$ cat config.mk
export PLATFORM = sky130hd
export DESIGN_NAME = dimming_pulse_seq
export DESIGN_NICKNAME = d
export VERILOG_FILES = /design/src/rtl/dps_pkg.sv /design/src/rtl/dps_timer.sv /design/src/rtl/dps_pulse_tally.sv /design/src/rtl/dimming_pulse_seq.sv
export SDC_FILE = /design/constraint.sdc
export NUM_CORES = 1
export LEC_CHECK = 0
export BUFFER_PORTS_ARGS = -buffer_cell sky130_fd_sc_hd__buf_4
export CORE_ASPECT_RATIO = 2
export CORE_MARGIN = 2
export CORE_UTILIZATION = 57
export CTS_CLUSTER_DIAMETER = 40
export DETAILED_ROUTE_END_ITERATION = 10
export PLACE_DENSITY = 0.79
export SYNTH_ARGS = -nofsm -noshare
export SYNTH_HDL_FRONTEND = slang
export SYNTH_HIERARCHICAL = 1
export SYNTH_SLANG_ARGS = --single-unit
$ cat constraint.sdc
create_clock -name clk -period 3 [get_ports clk]
set_input_delay 0 -clock clk [delete_from_list [all_inputs] [get_ports clk]]
set_output_delay 0 -clock clk [all_outputs]
set_load 0.03 [all_outputs]
$ cat src/rtl/dps_pkg.sv
package dps_pkg;

    typedef enum logic [1:0] {
        ST_IDLE   = 2'd0,
        ST_CHARGE = 2'd1,
        ST_LIGHT  = 2'd2,
        ST_OFF    = 2'd3
    } seq_state_e;

endpackage

$ cat src/rtl/dps_timer.sv
// Loadable down-counter; zero flag reflects the registered count.
module dps_timer #(
    parameter int W = 8
) (
    input  logic         clk,
    input  logic         rst,
    input  logic         load,
    input  logic [W-1:0] load_val,
    input  logic         run,
    output logic         zero
);
    typedef struct packed {
        logic [W-1:0] cnt;
    } tmr_s;

    tmr_s tmr_d, tmr_q;

    always_comb begin
        tmr_d = tmr_q;
        if (load) begin
            tmr_d.cnt = load_val;
        end else if (run && (tmr_q.cnt != '0)) begin
            tmr_d.cnt = tmr_q.cnt - W'(1);
        end
    end

    always_ff @(posedge clk) begin
        if (rst) begin
            tmr_q <= '0;
        end else begin
            tmr_q <= tmr_d;
        end
    end

    assign zero = (tmr_q.cnt == '0);

endmodule

$ cat src/rtl/dps_pulse_tally.sv
// Holds the latched pulse target and the number of completed pulses.
module dps_pulse_tally #(
    parameter int CNT_W = 8
) (
    input  logic             clk,
    input  logic             rst,
    input  logic             load,
    input  logic [CNT_W-1:0] target_in,
    input  logic             inc,
    output logic             reached
);
    typedef struct packed {
        logic [CNT_W-1:0] target;
        logic [CNT_W-1:0] count;
    } tally_s;

    tally_s tal_d, tal_q;

    always_comb begin
        tal_d = tal_q;
        if (load) begin
            tal_d.target = target_in;
            tal_d.count  = '0;
        end else if (inc) begin
            tal_d.count = tal_q.count + CNT_W'(1);
        end
    end

    always_ff @(posedge clk) begin
        if (rst) begin
            tal_q <= '0;
        end else begin
            tal_q <= tal_d;
        end
    end

    assign reached = (tal_q.count == tal_q.target);

endmodule

$ cat src/rtl/dimming_pulse_seq.sv
module dimming_pulse_seq
    import dps_pkg::*;
#(
    parameter int CNT_W    = 8,
    parameter int TMR_W    = 12,
    parameter int WDOG_CYC = 64
) (
    input  logic             clk,
    input  logic             rst,
    input  logic             slice_start,
    input  logic [CNT_W-1:0] pulse_cnt,
    input  logic [TMR_W-1:0] charge_dly,
    input  logic [TMR_W-1:0] off_dly,
    input  logic             done_n,
    output logic             drv_en,
    output logic             shunt_n,
    output logic             busy,
    output logic             slice_done,
    output logic             fault,
    output logic             overrun
);
    localparam int WD_W = (WDOG_CYC > 2) ? $clog2(WDOG_CYC) : 1;
    localparam logic [WD_W-1:0] WD_RELOAD = WD_W'(WDOG_CYC - 1);

    typedef struct packed {
        seq_state_e       state;
        logic [TMR_W-1:0] off_lat;
        logic             drv_en;
        logic             shunt_n;
        logic             busy;
        logic             slice_done;
        logic             fault;
        logic             overrun;
    } seq_s;

    localparam seq_s SEQ_RESET = '{
        state:      ST_IDLE,
        off_lat:    '0,
        drv_en:     1'b0,
        shunt_n:    1'b1,
        busy:       1'b0,
        slice_done: 1'b0,
        fault:      1'b0,
        overrun:    1'b0
    };

    seq_s seq_d, seq_q;

    logic             win_load;
    logic [TMR_W-1:0] win_val;
    logic             win_run;
    logic             win_zero;
    logic             wd_load;
    logic             wd_run;
    logic             wd_zero;
    logic             tal_load;
    logic             tal_inc;
    logic             tal_reached;

    // Charge and off windows share one timer; they never overlap.
    dps_timer #(.W(TMR_W)) u_win_tmr (
        .clk      (clk),
        .rst      (rst),
        .load     (win_load),
        .load_val (win_val),
        .run      (win_run),
        .zero     (win_zero)
    );

    dps_timer #(.W(WD_W)) u_wd_tmr (
        .clk      (clk),
        .rst      (rst),
        .load     (wd_load),
        .load_val (WD_RELOAD),
        .run      (wd_run),
        .zero     (wd_zero)
    );

    dps_pulse_tally #(.CNT_W(CNT_W)) u_tally (
        .clk       (clk),
        .rst       (rst),
        .load      (tal_load),
        .target_in (pulse_cnt),
        .inc       (tal_inc),
        .reached   (tal_reached)
    );

    always_comb begin
        seq_d            = seq_q;
        seq_d.slice_done = 1'b0;
        win_load         = 1'b0;
        win_val          = charge_dly;
        win_run          = 1'b0;
        wd_load          = 1'b0;
        wd_run           = 1'b0;
        tal_load         = 1'b0;
        tal_inc          = 1'b0;

        if (slice_start && (seq_q.state != ST_IDLE)) begin
            seq_d.overrun = 1'b1;
        end

        unique case (seq_q.state)
            ST_IDLE: begin
                if (slice_start) begin
                    seq_d.fault   = 1'b0;
                    seq_d.off_lat = off_dly;
                    tal_load      = 1'b1;
                    if (pulse_cnt == '0) begin
                        seq_d.slice_done = 1'b1;
                    end else begin
                        seq_d.state   = ST_CHARGE;
                        seq_d.drv_en  = 1'b1;
                        seq_d.shunt_n = 1'b1;
                        seq_d.busy    = 1'b1;
                        win_load      = 1'b1;
                        win_val       = charge_dly;
                    end
                end
            end
            ST_CHARGE: begin
                win_run = 1'b1;
                if (win_zero) begin
                    seq_d.state   = ST_LIGHT;
                    seq_d.shunt_n = 1'b0;
                    wd_load       = 1'b1;
                end
            end
            ST_LIGHT: begin
                wd_run = 1'b1;
                if (!done_n) begin
                    seq_d.state   = ST_OFF;
                    seq_d.shunt_n = 1'b1;
                    tal_inc       = 1'b1;
                    win_load      = 1'b1;
                    win_val       = seq_q.off_lat;
                end else if (wd_zero) begin
                    seq_d.state   = ST_IDLE;
                    seq_d.drv_en  = 1'b0;
                    seq_d.shunt_n = 1'b1;
                    seq_d.busy    = 1'b0;
                    seq_d.fault   = 1'b1;
                end
            end
            ST_OFF: begin
                win_run = 1'b1;
                if (win_zero) begin
                    if (tal_reached) begin
                        seq_d.state      = ST_IDLE;
                        seq_d.drv_en     = 1'b0;
                        seq_d.busy       = 1'b0;
                        seq_d.slice_done = 1'b1;
                    end else begin
                        seq_d.state   = ST_LIGHT;
                        seq_d.shunt_n = 1'b0;
                        wd_load       = 1'b1;
                    end
                end
            end
            default: seq_d = SEQ_RESET;
        endcase
    end

    always_ff @(posedge clk) begin
        if (rst) begin
            seq_q <= SEQ_RESET;
        end else begin
            seq_q <= seq_d;
        end
    end

    assign drv_en     = seq_q.drv_en;
    assign shunt_n    = seq_q.shunt_n;
    assign busy       = seq_q.busy;
    assign slice_done = seq_q.slice_done;
    assign fault      = seq_q.fault;
    assign overrun    = seq_q.overrun;

endmodule

==> metrics <==
Top FF cell, synth dfxtp_1; Startpoint Class register; I/O Buffers 41; slew margin rel. 60.87%; global-route wire length before repair 12,110 µm; Avg Cell Area, Syn approximately 8.8 µm²; share of cells above drive strength 1 22.59%; First DRT Iteration DRCs 67; maxcap violations 0; Reg area 1061 µm²; Post-Place Setup Slack 315.8 ps; Post-synth EDFFs 0; # Post-CTS Setup Buffers 0; Pre-antenna DRT Iters 5; #FFs+latches synth 53; chip width 54.39 µm; total CTS buffers 5; Cell Area, Synth 2894 µm²; multiplexer share of the synthesized area 8.820%; RSZ-0062 raised after global routing no; Post-Synth Adder-Cell Area under 10%; Clock Latency Late Sink just over 300 ps; clock root cell clkbuf_8; Synth area leaders dfxtp_1, a21oi_1, mux2_2; Slew Limit Fails 0; FILL cells 359; Post-Synthesis Cells 329; Setup WS post-layout 289.2 ps; Pwr Density around 760 nW/µm²; Diodes inserted 0; Layout Skew 3.698 ps; top-level I/O count 42; Vias 2,641; Final min period 2711 ps; Initial Util 59.49%; area of the multi-input gates 1712 µm²; P&R area growth vs syn 23.78%; largest family of logic cells by synthesized area simple AND/OR/NAND/NOR gates; H-tree lvl count 2; Post-Synth Simple-Gate Area a little under a quarter; share of the yosys chip area belonging to registers between 30% and 40%; gp weighted congestion 0.8088; Final setup violation count 0; Worst VDD drop 0.5951 mV; Post-synth ARST share 0%; Yosys top cell area share 36.66%; final hold vios 0; grt total ovfl 0; post-route ant nets 0; cell taking the most area after synthesis dfxtp_1; post-DP HPWL 5244 µm; WP data required about 3200 ps; vias in the first global route approximately 2,600; post-synthesis xor/xnor area fraction 5.145%; critical path arrival 2950 ps; Final period util 90.36%; largest net degree at the start of global routing 50; compound-cell area share of the yosys netlist 17.38%; CTS tree yes; GRT Util Overall between 20% and 30%; DR WL/cell ~16 µm; routed vias/inst 5.856; CTS sink count 53; Crit Path Class register to register; final core occ 73.64%; Unique masters post-synth 61; initial antenna violation count 0; setup TNS 0 ps; Worst-path clk slew around 90 ps; total wire length roughly 7300 µm; fmax approximately 370 MHz; layout net count 438; Die Height ~100 µm; crit end category register; Synth Warn # 6; Leakage 0.001408 µW; Min-Delay Path Class input pin to register; # rows 36; CTS Buffer Depth 2; DRC 0; critical path peak fanout 7; run status finished clean; DIE AREA between 5000 and 6000 µm²; Core Region 4865 µm²; worst slew pin tran 586.2 ps
registers in the layout, indices dropped and copies added (netlist names):
signal,count
u_wd_tmr/tmr_q,6
seq_q,14
slice_done,1
drv_en,1
u_tally/tal_q,16
fault,1
u_win_tmr/tmr_q,12
overrun,1
shunt_n,1
per-stage QoR:
stage	power, µW	std cells	hold slack, ps	cell area (µm²)
3_5_place_dp	2210	422	250.8	3261
4_1_cts	2721	451	24.20	3582
3_3_place_gp	2181	422	245.5	3261
2_1_floorplan	1886	334	64.65	2913
5_1_grt	2915	451	42.99	3582
6_report	2730	451	27.21	3582
timing repair:
| item | CTS | global route |
|---|---|---|
| setup endpoints to repair | 0 | 0 |
| endpoints found under the hold margin | 21 | 0 |
| resized for setup | 0 | 0 |
| hold buffers | 21 | 0 |
path summary, 6_finish.rpt:
kind | from | slack (ps) | endpoint | cells past startpoint
min | done_n | 30 | fault$_SDFFE_PP0P_ | 3
max reg2reg | u_win_tmr/tmr_q[0]$_SDFFE_PP0P_ | 290 | seq_q[19]$_SDFFE_PP0P_ | 7
min reg2reg | seq_q[9]$_SDFFE_PP0P_ | 460 | seq_q[9]$_SDFFE_PP0P_ | 2
max | u_win_tmr/tmr_q[0]$_SDFFE_PP0P_ | 290 | seq_q[19]$_SDFFE_PP0P_ | 7
layer usage:
layer | vias up | global-route usage, % | part of all wire (%)
li1 | 1308 | - | -
met1 | 1236 | 26.88 | 34
met2 | 69 | 51.98 | 57
met3 | 28 | 6.714 | 3.1
met4 | 0 | 16.25 | 5.2
met5 | - | 0 | 0
kinds of logic (layout without fill, tap and decap cells):
group	count (synthesis)	count (layout)
adder cells (fa/ha/maj)	9	9
buffers and inverters	32	92
other	1	6
AND/OR/NAND/NOR	121	121
AO/OA/AOI/OAI	72	72
multiplexers	24	24
flip-flops	53	53
XOR/XNOR	17	17
cell usage after synthesis (all sizes together) (6+ instances only):
master,count
dfxtp,53
nand2,32
a211oi,8
mux2,12
mux2i,12
or3,6
inv,15
nor2,31
clkbuf,12
or4,8
a21oi,27
nor3,13
xnor2,13
ha,9
o21ai,9
placed cells by master, fill, tap and decap left out, types with 12 or more instances in the layout:
cell / count
nand2_1: 32
dfxtp_1: 53
mux2i_1: 12
inv_1: 15
a21oi_1: 27
mux2_2: 12
dlygate4sd3_1: 21
nor2_1: 31
xnor2_1: 13
buf_4: 48
power breakdown:
part	leakage, µW	internal (µW)	switching (µW)
Sequential	0.000434	850	135
Clock	0.0000554	251	235
Combinational	0.000919	542	717
critical path, stage by stage (launching register included):
cell and delay, ps:
dfxtp_1 320, inv_1 110, ha_1 150, or4b_2 650, nor3_2 500, o221ai_2 230
or4_2 560, a21oi_1 130
final cells by class:
cell class	count	share of cell area (%)
Multi-Input combinational cell	249	47.78
Sequential cell	53	29.62
Timing Repair Buffer	69	15.93
Tap cell	57	1.991
Clock inverter	2	1.083
Clock buffer	6	2.026
Inverter	15	1.572
Power figures use the tool's default switching activity.
